<file path="config.mk">
export PLATFORM = sky130hd
export DESIGN_NAME = sem_bank
export DESIGN_NICKNAME = d
export VERILOG_FILES = /design/src/rtl/sem_pkg.sv /design/src/rtl/sem_flag_cell.sv /design/src/rtl/sem_port.sv /design/src/rtl/sem_bank.sv
export SDC_FILE = /design/constraint.sdc
export NUM_CORES = 1
export LEC_CHECK = 0
export ABC_AREA = 1
export BUFFER_PORTS_ARGS = -buffer_cell sky130_fd_sc_hd__buf_2
export CORE_UTILIZATION = 41
export DETAILED_ROUTE_END_ITERATION = 12
export PLACE_DENSITY = 0.75
export SYNTH_ARGS = -nofsm -noshare
export SYNTH_HDL_FRONTEND = slang
export SYNTH_SLANG_ARGS = --single-unit
export TNS_END_PERCENT = 30
</file>
<file path="constraint.sdc">
create_clock -name clk -period 0.9 [get_ports clk]
set_input_delay 0.09 -clock clk [delete_from_list [all_inputs] [get_ports clk]]
set_output_delay 0.09 -clock clk [all_outputs]
set_load 0.005 [all_outputs]
</file>
<file path="src/rtl/sem_pkg.sv">
package sem_pkg;
  typedef enum logic [1:0] {
    OWN_FREE = 2'd0,
    OWN_L    = 2'd1,
    OWN_R    = 2'd2
  } owner_t;
endpackage

</file>
<file path="src/rtl/sem_flag_cell.sv">
module sem_flag_cell
  import sem_pkg::*;
(
  input  logic clk,
  input  logic rst,
  input  logic l_wr,
  input  logic l_bit,
  input  logic r_wr,
  input  logic r_bit,
  output logic l_view,
  output logic r_view
);
  logic   lat_l, lat_r, lat_l_n, lat_r_n;
  owner_t owner, owner_n;

  assign lat_l_n = l_wr ? l_bit : lat_l;
  assign lat_r_n = r_wr ? r_bit : lat_r;

  always_comb begin
    owner_n = owner;
    unique case (owner)
      OWN_FREE: begin
        if (!lat_l_n)      owner_n = OWN_L;   // left wins a tie
        else if (!lat_r_n) owner_n = OWN_R;
      end
      OWN_L: if (lat_l_n) owner_n = lat_r_n ? OWN_FREE : OWN_R;
      OWN_R: if (lat_r_n) owner_n = lat_l_n ? OWN_FREE : OWN_L;
      default: owner_n = OWN_FREE;
    endcase
  end

  always_ff @(posedge clk) begin
    if (rst) begin
      lat_l <= 1'b1;
      lat_r <= 1'b1;
      owner <= OWN_FREE;
    end else begin
      lat_l <= lat_l_n;
      lat_r <= lat_r_n;
      owner <= owner_n;
    end
  end

  assign l_view = (owner != OWN_L);
  assign r_view = (owner != OWN_R);

  assert_keep_left_R4: assert property (@(posedge clk) disable iff (rst)
    (owner == OWN_L && !(l_wr && l_bit)) |=> owner == OWN_L);
  assert_keep_right_R4: assert property (@(posedge clk) disable iff (rst)
    (owner == OWN_R && !(r_wr && r_bit)) |=> owner == OWN_R);
  assert_handoff_R5: assert property (@(posedge clk) disable iff (rst)
    (owner == OWN_L && l_wr && l_bit && !lat_r && !(r_wr && r_bit)) |=> owner == OWN_R);
  assert_tie_left_R6: assert property (@(posedge clk) disable iff (rst)
    (owner == OWN_FREE && l_wr && !l_bit && r_wr && !r_bit) |=> owner == OWN_L);
endmodule

</file>
<file path="src/rtl/sem_port.sv">
module sem_port #(
  parameter int NFLAG  = 8,
  parameter int ADDR_W = 14,
  parameter int DATA_W = 16,
  localparam int SEL_W = $clog2(NFLAG)
) (
  input  logic              clk,
  input  logic              rst,
  input  logic              cs,
  input  logic              sem_sel,
  input  logic              rd_en,
  input  logic              wr_en,
  input  logic [ADDR_W-1:0] addr,
  input  logic [DATA_W-1:0] wdata,
  input  logic [NFLAG-1:0]  view,
  output logic [NFLAG-1:0]  wr_vec,
  output logic              wbit,
  output logic [DATA_W-1:0] rdata
);
  logic             acc, rd_act, rd_prev;
  logic [SEL_W-1:0] idx;
  logic             unused_bits;

  assign acc    = sem_sel && !cs;
  assign idx    = addr[SEL_W-1:0];
  assign wbit   = wdata[0];
  assign rd_act = acc && rd_en;
  assign unused_bits = ^{addr[ADDR_W-1:SEL_W], wdata[DATA_W-1:1]};

  for (genvar g = 0; g < NFLAG; g++) begin : g_dec
    assign wr_vec[g] = acc && wr_en && (idx == SEL_W'(g));
  end

  always_ff @(posedge clk) begin
    if (rst) begin
      rd_prev <= 1'b0;
      rdata   <= '1;
    end else begin
      rd_prev <= rd_act;
      if (rd_act && !rd_prev) rdata <= {DATA_W{view[idx]}};
    end
  end

  assert_frozen_R7: assert property (@(posedge clk) disable iff (rst)
    (rd_act && rd_prev) |=> $stable(rdata));
  assert_replicated_R3: assert property (@(posedge clk) disable iff (rst)
    (rdata == '0) || (rdata == '1));
  assert_cs_blocks_R8: assert property (@(posedge clk) disable iff (rst)
    cs |-> (wr_vec == '0));
endmodule

</file>
<file path="src/rtl/sem_bank.sv">
module sem_bank #(
  parameter int NFLAG  = 8,
  parameter int ADDR_W = 14,
  parameter int DATA_W = 16
) (
  input  logic              clk,
  input  logic              rst,
  input  logic              l_cs,
  input  logic              l_sem_sel,
  input  logic              l_rd_en,
  input  logic              l_wr_en,
  input  logic [ADDR_W-1:0] l_addr,
  input  logic [DATA_W-1:0] l_wdata,
  output logic [DATA_W-1:0] l_rdata,
  input  logic              r_cs,
  input  logic              r_sem_sel,
  input  logic              r_rd_en,
  input  logic              r_wr_en,
  input  logic [ADDR_W-1:0] r_addr,
  input  logic [DATA_W-1:0] r_wdata,
  output logic [DATA_W-1:0] r_rdata
);
  logic [NFLAG-1:0] l_view, r_view, l_wr_vec, r_wr_vec;
  logic             l_bit, r_bit;

  sem_port #(.NFLAG(NFLAG), .ADDR_W(ADDR_W), .DATA_W(DATA_W)) u_lport (
    .clk(clk), .rst(rst), .cs(l_cs), .sem_sel(l_sem_sel), .rd_en(l_rd_en),
    .wr_en(l_wr_en), .addr(l_addr), .wdata(l_wdata), .view(l_view),
    .wr_vec(l_wr_vec), .wbit(l_bit), .rdata(l_rdata));

  sem_port #(.NFLAG(NFLAG), .ADDR_W(ADDR_W), .DATA_W(DATA_W)) u_rport (
    .clk(clk), .rst(rst), .cs(r_cs), .sem_sel(r_sem_sel), .rd_en(r_rd_en),
    .wr_en(r_wr_en), .addr(r_addr), .wdata(r_wdata), .view(r_view),
    .wr_vec(r_wr_vec), .wbit(r_bit), .rdata(r_rdata));

  for (genvar g = 0; g < NFLAG; g++) begin : g_flag
    sem_flag_cell u_cell (
      .clk(clk), .rst(rst),
      .l_wr(l_wr_vec[g]), .l_bit(l_bit),
      .r_wr(r_wr_vec[g]), .r_bit(r_bit),
      .l_view(l_view[g]), .r_view(r_view[g]));
  end

  assert_exclusive_R4: assert property (@(posedge clk) disable iff (rst)
    (l_view | r_view) == '1);
endmodule

</file>
* Word level (Yosys, flattened, before mapping)
Index checks and enable logic that the tools add are counted.
W data, S select, Z words.
** Storage, ports and cells
- Bits in registers :: 36
- Output and inout port bits :: 32
- Logic and storage cells :: 222
** Cells by class
- Magnitude comparators :: 2
- Equal/unequal tests :: 70
- Multiplexer cells :: 76
- Reduce and logical (&&, ||, !) cells :: 46
** Operator list (number)
- $mux W2 :: 40
- $ne A2 B1 Y1 const B :: 24
- $pmux W2 S3 :: 8
- $mux W1 :: 26
- $eq A3 B3 Y1 const B :: 8
- $logic_and A1 B1 Y1 :: 24
- $ne A3 B3 Y1 const B :: 8
- $reduce_and A3 Y1 :: 8
- $eq A2 B1 Y1 const B :: 8
- $eq A2 B2 Y1 const B :: 8
- $logic_not A2 Y1 :: 8
- $ne A2 B2 Y1 const B :: 8
- $eq A3 B2 Y1 const B :: 4
- $lt A3 B4 Y1 const B :: 2
- $bmux W1 S3 :: 2
- $eq A3 B1 Y1 const B :: 2
- $logic_not A3 Y1 :: 2
- $logic_not A1 Y1 :: 4

* Longest topological paths before layout
Gate-level depths: netlist (run 1).
- Depth after elaboration :: 8
- Mapped depth :: 9
- Depth with buffers taken out :: 8

* Cells and area by module
A second synthesis (run 1) with hierarchy kept.
** Unflattened totals
- Cell total of the unflattened synthesis :: 342
- Area, all modules :: 2149.6 µm²
** Modules (own cells, without submodules)
- sem_flag_cell :: times used 8, cells each 27, area each 183.9 µm², seq. area each 80.1 µm²
- sem_port :: times used 2, cells each 63, area each 339.1 µm², seq. area each 40.0 µm²

* Worst setup path before layout (run 1)
No wires, ideal clock.
- Path kind :: register -> register
- Start :: reg, netlist name u_lport.rdata[0]
- End :: reg, netlist name u_lport.rdata[0]
- Library setup time :: 58 ps
- Data arrival time :: 818 ps
- Required time :: 842 ps
- Path slack :: 24 ps
- Stages on the path, launching flop included :: 5
- Path buffers :: 0
- Clock period less this slack :: 876 ps
- Cell sequence :: dfxtp_1 -> inv_1 -> nor2_1 -> nor2_1 -> nand2_1

* Final worst setup path (run 1)
- Start :: reg, netlist name u_lport.rdata[0]
- End :: out l_rdata[9]
** RTL lines
- to (decl) :: RTL line sem_bank.sv:14 : output logic [DATA_W-1:0] l_rdata,
No word-level cell between the ends.

==> results.cfg, run 1 <==
[finish]
final_nets = 424
finish.utilization = 0.5435
fillers = 469
stdcell_count = 422
layout-drive-gt1-share = 0.4113
n_antenna_cell = 0
synthToLayoutAreaGrowth_pct = 26.38

[critical_path]
start_kind = flip-flop
critPathKind = reg2out
timing.rr.start = g_flag[6].u_cell.owner[1]$_SDFFE_PP0P_
cp-end-kind = output port
crit_fanout = 8
crit_required_ns = 0.81
arrival_ns = 0.89
worstSetupStartpoint = u_lport.rdata[0]$_SDFFE_PP1P_

[grt]
grt_pass1_wl_um = 7762
gr-total-overflow = 0
grt_usage = 0.1960
grt_pass1_vias = 1795
antenna_found_initial = 0
grt_max_degree = 18

[route]
drc = 0
drt-initial-drc-count = 95
drt-vias-per-instance = 4.725
antenna_left = 0
vias = 1994
wl_um = 4692
first_pass_iters = 4
post_drt_wl_per_cell_um = 11.12

[cts]
cts_tree = built
cts.htree.levels = 2
root_buffer = clkbuf_8
cts.sinks = 36
cts_buffers = 5
path_clk_slew_ns = 0.07
clk_path_buf_depth = 2
clk_latency_ns = 0.29

[placed_design]
gp_congestion = 0.8461
dp_cells = 411
io_buffer_count = 49
pre_cts_slack_ns = -0.1517
dp_hpwl_um = 3434

[logic_synthesis]
synth.distinct_cells = 20
synth_nets = 371
ys_top_cells_by_area = dfxtp_1 (35%), nand2_1 (15%), buf_4 (11%)
netlist_instances = 301
ys_seq_area_frac = 0.3502
netlist.area_leader.share = 0.3502
synth_warnings = 0
syn-cell-area_um2 = 2058
ys_ff_latch = 36
synth_top_cell_by_area = dfxtp_1
syn_area_per_cell_um2 = 6.838

[die]
die_w_um = 72.85
fp.dieH_um = 72.85
fp-row-count = 25
dieArea_um2 = 5307
start_util = 0.4301
num_io_pins = 102
core_um2 = 4786

[pwr]
power_switching_uw = 851.6
clkPwrFrac = 0.360
peakVddDrop_uv = 819.8
internal-power_uw = 2455
seq_power_share = 0.491
combinationalPowerShare = 0.149
swShare = 0.2575
power.total_uw = 3306
power.density_nw_per_um2 = 1271
power.leakage_uw = 0.001257

[timing]
fin_skew_ns = 0.005155
fmaxAchievable_mhz = 1020
slew_viol_final = 0
finalCritPeriodShare = 1.090
min_period_ns = 0.9809
setup_viol = 35
worst_pin_slew_ns = 0.3439
hold_viol_final = 0
rsz0062_at_grt = yes
max_slew_margin = 0.7705
fin_ws_ns = -0.08085

[hold_path]
hold_start = rst
hold_class = in2reg

[run_status]
violations = negative setup slack
status = finished, violations left

[job]
cap_violations = 0
## area by class of cell
cell class | count | area (µm²) | share of cell area
clock buffer | 8 | 90.09 | 0.03463
inverter | 37 | 138.9 | 0.05339
multi-input combinational | 194 | 999.7 | 0.3843
sequential | 36 | 733.2 | 0.2819
tap | 67 | 83.83 | 0.03223
timing repair buffer | 80 | 555.5 | 0.2136
## through the flow
step / cell area (µm²) / setup TNS, ns / hold WS [ns]
finish: 2601 / -2.039 / 0.01623
global route: 2601 / -3.638 / 0.006074
CTS: 2527 / -2.358 / 0.006855
detailed placement: 2381 / -2.480 / 0.3242
global placement: 2381 / -2.024 / 0.3225
floorplan: 2058 / 0 / 0.1624
## registers in the layout (all words and copies together), names as in the netlist
name / count
g_flag.u_cell.owner: 16
u_lport.rd_prev: 1
u_rport.rd_prev: 1
u_rport.rdata: 1
g_flag.u_cell.lat_l: 8
g_flag.u_cell.lat_r: 8
u_lport.rdata: 1
## synthesized netlist by cell type
library cell,number
nand2_1,83
o21ai_2,1
o21bai_2,2
nand3_1,33
o21bai_1,11
o21ai_0,2
or2_2,1
nand3b_1,1
nor2_2,3
buf_6,3
a21oi_1,14
dfxtp_1,36
inv_2,2
a21oi_2,7
nand2_2,3
inv_1,34
clkinv_1,1
buf_4,31
nor2_1,29
nand3_2,4
## final timing paths
check,to,slack [ns],cells past startpoint
setup reg to reg,u_lport.rdata[0]$_SDFFE_PP1P_,-0.06,6
hold reg to reg,g_flag[6].u_cell.owner[0]$_SDFFE_PP0P_,0.46,1
setup / recovery,l_rdata[9],-0.08,2
hold / removal,u_rport.rd_prev$_SDFF_PP0_,0.02,2
## power by group through the flow
stage / clock network [µW] / registers [µW] / logic [µW]
3_5_place_dp: 0 / 1650 / 446
5_1_grt: 1300 / 1620 / 542
2_1_floorplan: 0 / 1670 / 290
4_1_cts: 1230 / 1620 / 462
6_report: 1190 / 1620 / 493
3_3_place_gp: 0 / 1650 / 439
## kinds of logic after synthesis
family,Yosys count,synth area share
simple gates,157,0.3289
buf+inv,71,0.1970
compound gates,37,0.1240
flops,36,0.3502
## cell usage in the layout, fill, tap and decap left out, types with 11 or more instances in the layout
cell      count
inv_1        26
dfxtp_1      26
o21bai_1     11
buf_4        23
nand3_1      29
nor2_1       28
nand2_1      73
a21oi_2      11
nand2_2      13
buf_2        47
## critical path, stage by stage, from the launching register on
cell and delay [ns]:
dfxtp_2 0.36, buf_6 0.13, buf_2 0.11
## metal layers
metal	vias up	GRT usage	part of all wire	wire length, µm
li1	1027	-	-	-
met1	877	0.2294	0.44	2081
met2	80	0.3354	0.47	2212
met3	10	0.04972	0.059	277
met4	0	0.09150	0.026	121
met5	-	0	0	0
## repair_timing
item                                   4_1_cts  5_1_grt
buffers inserted                             1        1
setup endpoints to repair                   34       36
hold buffers                                 0        0
resized for setup                           22       25
endpoints found under the hold margin        0        0
gates cloned                                 1        0
pin swaps                                    2        5
Power figures use the tool's default switching activity.
==> run 2, diff against run 1 <==
- ABC_AREA: 1 -> not set
- CORE_UTILIZATION: 41 -> 40
- PLACE_DENSITY: 0.75 -> 0.74
==> run 2 against run 1 <==
Net effect:
- the run still ends with negative setup slack left
- wire length shrank 4.6%
- non-clock buffer count grew 9
- setup slack lost 0.16 ns
==> results.cfg, run 2 <==
[run_status]
status = finished, violations left
violations = negative setup slack

[critical_path]
crit_fanout = 2
critical_path.cell_chain = nand2b_4 -> a21oi_2 -> nand4_1 -> a311o_1
crit_required_ns = 1.08
slowest_delay_ns = 0.33
critPathKind = reg2reg
cpMaxStageDelayCell = dfxtp_2
arrival_ns = 1.32
cpLargestDelayFamily = compound AO/OA/AOI/OAI gates
cp-end-kind = flip-flop
crit_buf_inv = 0
start_kind = flip-flop

[logic_synthesis]
synth_warnings = 0
synth-simple-area-share = 0.1637
ys_ff_latch = 36
ys_top_cells_by_area = dfxtp_1 (37%), buf_4 (12%), a311o_1 (4.7%)
syn_area_per_cell_um2 = 9.824
synth.distinct_cells = 37
synth_common_cells = dfxtp_1 (36), buf_4 (31), a21boi_0 (12)
synth_top_family_by_area = compound AO/OA/AOI/OAI gates
synth.most_common_cell = dfxtp_1
netlist_instances = 196
synth_nets = 266
synthFlopType = dfxtp_1
synth-edff-count = 0
synthMuxAreaShare = 0
synth-compound-area-share = 0.2976
ys_seq_area_frac = 0.3743
synth_fa_ha_area_frac = 0
netlist.area_leader.share = 0.3743
async_reset_ff_frac = 0
synth_xor_area_frac = 0
synth_top_cell_by_area = dfxtp_1
syn-cell-area_um2 = 1926

[placed_design]
post_dp_cell_area_um2 = 2235
dp_hpwl_um = 3216
gp_congestion = 0.8174
io_buffer_count = 49

[finish]
reg_top3 = g_flag.u_cell.owner x16, g_flag.u_cell.lat_l x8, g_flag.u_cell.lat_r x8
n_antenna_cell = 0
largest-register = g_flag.u_cell.owner
fillers = 385
layout-drive-gt1-share = 0.5551
final_cell_mix = buf_2 (42), buf_4 (37), dfxtp_1 (31)
synthToLayoutAreaGrowth_pct = 30.99
largest_reg_flops = 16
finish.utilization = 0.5600
final_nets = 323
final_common_cell = buf_2
stdcell_area_um2 = 2522

[pwr]
power.density_nw_per_um2 = 1308
power.leakage_uw = 0.001031
peakVddDrop_uv = 613.4
power.total_uw = 3299

[cts]
path_clk_slew_ns = 0.07
clk_path_buf_depth = 2
cts_tree = built
clk_latency_ns = 0.29
root_buffer = clkbuf_8
cts.htree.levels = 2
ctsHoldBuffers = 0
cts.sinks = 36
cts_buffers = 5

[grt]
antenna_found_initial = 0
grt_max_degree = 17
gr-total-overflow = 0
grt_pass1_wl_um = 7224
grt_pass1_vias = 1550
grt_usage = 0.1854

[timing]
fin_ws_ns = -0.2442
finalCritPeriodShare = 1.271
slew_viol_final = 0
min_period_ns = 1.144
fin_skew_ns = 0.004358
fmaxAchievable_mhz = 874.0
hold_viol_final = 0
rsz0062_at_grt = yes
setup_viol = 50
worst_pin_slew_ns = 0.3364
max_slew_margin = 0.7757

[route]
drt-vias-per-instance = 5.291
drt-initial-drc-count = 103
wl_um = 4477
antenna_left = 0
drc = 0
vias = 1619
first_pass_iters = 4
post_drt_wl_per_cell_um = 14.63

[job]
cap_violations = 0

[die]
die_w_um = 71.38
fp-row-count = 24
core_um2 = 4504
start_util = 0.4275
dieArea_um2 = 5095
num_io_pins = 102
fp.dieH_um = 71.38

[hold_path]
hold_class = in2reg
[run 2: cell types whose count changed in the layout (fill, tap and decap cells not counted), moves of 9 or more]
cell / before / now
nand2_2: 13 / 0
a21boi_1: 0 / 12
inv_1: 26 / 5
nand3_1: 29 / 0
nand2_1: 73 / 0
buf_4: 23 / 37
a311o_1: 0 / 9
inv_2: 10 / 0
nor2_1: 28 / 4
[run 2: cell families (layout without fill, tap and decap cells)]
| family | after synthesis | in the layout |
|---|---|---|
| AND/OR/NAND/NOR | 43 | 43 |
| AO/OA/AOI/OAI | 73 | 73 |
| flip-flops | 36 | 36 |
| buffers and inverters | 44 | 102 |
[run 2: final timing paths]
path / start / depth (start not counted) / end / slack, ns
hold / removal: l_rd_en / 4 / u_lport.rd_prev$_SDFF_PP0_ / 0.15
setup / recovery: g_flag[3].u_cell.owner[0]$_SDFFE_PP0P_ / 4 / u_rport.rdata[0]$_SDFFE_PP1P_ / -0.24
hold reg to reg: g_flag[5].u_cell.owner[0]$_SDFFE_PP0P_ / 1 / g_flag[5].u_cell.owner[1]$_SDFFE_PP0P_ / 0.45
setup reg to reg: g_flag[3].u_cell.owner[0]$_SDFFE_PP0P_ / 4 / u_rport.rdata[0]$_SDFFE_PP1P_ / -0.24
[run 2: where the power goes]
group	switching (µW)	total, µW	internal (µW)
registers	14.3	1630	1620
clock network	579	1200	625
logic	225	464	239
[run 2: area by class of cell]
cell class / count / area [µm²] / share of cell area
Multi-Input combinational cell: 116 / 1006 / 0.3988
Sequential cell: 36 / 729.5 / 0.2892
Timing Repair Buffer: 89 / 613.1 / 0.2431
Clock buffer: 8 / 90.09 / 0.03571
Tap cell: 52 / 65.06 / 0.02579
Inverter: 5 / 18.77 / 0.007440
[run 2: repair_timing]
action	CTS	global route
gates resized for setup	37	18
pin swaps	14	4
setup endpoints to repair	64	59
setup buffers	3	0
endpoints found under the hold margin	0	0
[run 2: worst min-delay path: cells and delay by family]
| kind | cells | cell delay (ns) |
|---|---|---|
| buffers and inverters | 2 | 0.19 |
| AND/OR/NAND/NOR | 2 | 0.12 |
[run 2: layer usage]
layer  GRT usage  routed length (µm)  vias up  part of all wire
li1            -                   -      818                 -
met1      0.2310                1978      775              0.44
met2      0.3111                2320       22              0.52
met3     0.04641                 130        4             0.029
met4     0.06667                  48        0             0.011
met5           0                   0        -                 0
[run 2: metrics by stage]
| stage | instances | TNS, ns | hold slack (ns) | setup slack [ns] |
|---|---|---|---|---|
| 5_1_grt | 306 | -6.147 | 0.1674 | -0.2802 |
| 2_1_floorplan | 196 | -4.282 | 0.2326 | -0.2197 |
| 4_1_cts | 306 | -4.363 | 0.1471 | -0.2388 |
| 6_report | 306 | -3.916 | 0.1540 | -0.2442 |
| 3_3_place_gp | 295 | -11.45 | 0.4365 | -0.4160 |
| 3_5_place_dp | 295 | -12.18 | 0.4409 | -0.4713 |
==> run 3, diff against run 2 <==
- CORE_MARGIN: not set -> 4
==> run 3 against run 2 <==
Net effect:
- the flow still finishes with violations (negative setup slack)
- power grew 8.5%
- utilization up 2.9 points
- clock power grew 18%
- wire length rose by 16%
- sequential cell count unchanged
- maximum frequency rose by 2.1%
- final cell count up 2.9%
==> results.cfg, run 3 (same netlist as run 2, synthesis figures left out) <==
[route]
first_pass_iters = 4
wl_um = 5206
post_drt_wl_per_cell_um = 16.53
drt-initial-drc-count = 101
drt-vias-per-instance = 5.435
vias = 1712
drc = 0
antenna_left = 0

[finish]
final_nets = 332
stdcell_count = 315
largest_reg_flops = 16
layout-drive-gt1-share = 0.5894
largest-register = g_flag.u_cell.owner
reg_top3 = g_flag.u_cell.owner x16, g_flag.u_cell.lat_l x8, g_flag.u_cell.lat_r x8
fillers = 370
final_common_cell = buf_4
n_antenna_cell = 0
final_cell_mix = buf_4 (44), buf_2 (37), dfxtp_1 (28)
synthToLayoutAreaGrowth_pct = 37.82

[run_status]
status = finished, violations left
violations = negative setup slack

[timing]
max_slew_margin = 0.7788
finalCritPeriodShare = 1.245
fin_ws_ns = -0.2209
rsz0062_at_grt = yes
worst_pin_slew_ns = 0.3318
hold_viol_final = 0
min_period_ns = 1.121
setup_viol = 53
fmaxAchievable_mhz = 892.2
fin_skew_ns = 0.008651
slew_viol_final = 0

[pwr]
internal-power_uw = 2714
combinationalPowerShare = 0.147
peakVddDrop_uv = 883.4
seq_power_share = 0.456
power_switching_uw = 866.7
swShare = 0.2420
power.leakage_uw = 0.001113
power.density_nw_per_um2 = 1349
clkPwrFrac = 0.397

[die]
dieArea_um2 = 5988
fp.dieH_um = 77.38
die_w_um = 77.38
core_um2 = 4504
num_io_pins = 102
start_util = 0.4275
fp-row-count = 24

[critical_path]
crit_fanout = 2
crit_required_ns = 1.11
arrival_ns = 1.33
cp-end-kind = flip-flop
critPathKind = reg2reg
start_kind = flip-flop

[grt]
grt_max_degree = 17
gr-total-overflow = 0
grt_pass1_vias = 1714
grt_pass1_wl_um = 8073
antenna_found_initial = 0
grt_usage = 0.1676

[cts]
cts.sinks = 36
cts.htree.levels = 2
cts_tree = built
clk_path_buf_depth = 2
root_buffer = clkbuf_8
clk_latency_ns = 0.30
path_clk_slew_ns = 0.07
cts_buffers = 5

[placed_design]
pre_cts_slack_ns = -0.5060
io_buffer_count = 49
gp_congestion = 0.8139
dp_cells = 301
dp_hpwl_um = 3609

[job]
cap_violations = 0

[hold_path]
hold_class = in2reg
-- run 3: cell types whose count changed in the layout (fill, tap and decap cells not counted), sizes merged --
cell    delta
bufinv     +1
clkinv     +1
clkbuf     -2
buf        +9
-- run 3: worst paths after layout --
check                                              start                                endpoint  slack [ns]  depth (start not counted)
setup / recovery       g_flag[7].u_cell.lat_r$_SDFF_PP1_  g_flag[7].u_cell.owner[1]$_SDFFE_PP0P_       -0.22                          3
hold / removal                                   r_rd_en              u_rport.rd_prev$_SDFF_PP0_        0.09                          3
setup reg to reg       g_flag[7].u_cell.lat_r$_SDFF_PP1_  g_flag[7].u_cell.owner[1]$_SDFFE_PP0P_       -0.22                          3
hold reg to reg   g_flag[6].u_cell.owner[0]$_SDFFE_PP0P_  g_flag[6].u_cell.owner[1]$_SDFFE_PP0P_        0.48                          1
-- run 3: power groups by stage --
stage | registers [µW] | logic [µW] | clock network, µW
global placement | 1670 | 409 | 0
CTS | 1630 | 472 | 1430
floorplan | 1680 | 258 | 0
global route | 1630 | 566 | 1510
detailed placement | 1670 | 417 | 0
finish | 1630 | 527 | 1420
-- run 3: worst max-delay path, cell delays in order, from the launching register on --
cell and delay, ns:
dfxtp_2 0.32, a21boi_4 0.13, or3_4 0.39, a211oi_2 0.20
-- run 3: metrics by stage --
step	hold WS, ns	cell area (µm²)	util	power (µW)	TNS, ns
after floorplan	0.2326	1948	-	1938	-4.282
after global placement	0.3778	2280	0.5061	2079	-12.57
after detailed placement	0.3961	2280	0.5061	2088	-13.23
after CTS	0.08344	2499	0.5547	3535	-4.275
after global routing	0.09533	2654	0.5892	3711	-6.535
final	0.08977	2654	0.5892	3581	-4.404
-- run 3: cell type report --
cell class,count,area [µm²],area share
multi-input combinational,116,1018,0.3838
sequential,36,733.2,0.2763
timing repair buffer,98,710.7,0.2678
clock buffer,6,72.57,0.02735
tap,52,65.06,0.02452
clock inverter,2,35.03,0.01320
inverter,5,18.77,0.007072
-- run 3: metal layers --
| metal | GRT usage | vias to the layer above | share of wire |
|---|---|---|---|
| met3 | 0.04282 | 10 | 0.035 |
| met1 | 0.1943 | 835 | 0.42 |
| met4 | 0.06584 | 0 | 0.017 |
| met2 | 0.2953 | 27 | 0.53 |
| met5 | 0 | - | 0 |
| li1 | - | 840 | - |
-- run 3: timing repair --
action / in CTS / in global routing
resized for setup: 38 / 34
hold buffers: 0 / 0
buffers inserted: 3 / 3
endpoints found under the setup margin: 64 / 59
pin swaps: 9 / 8
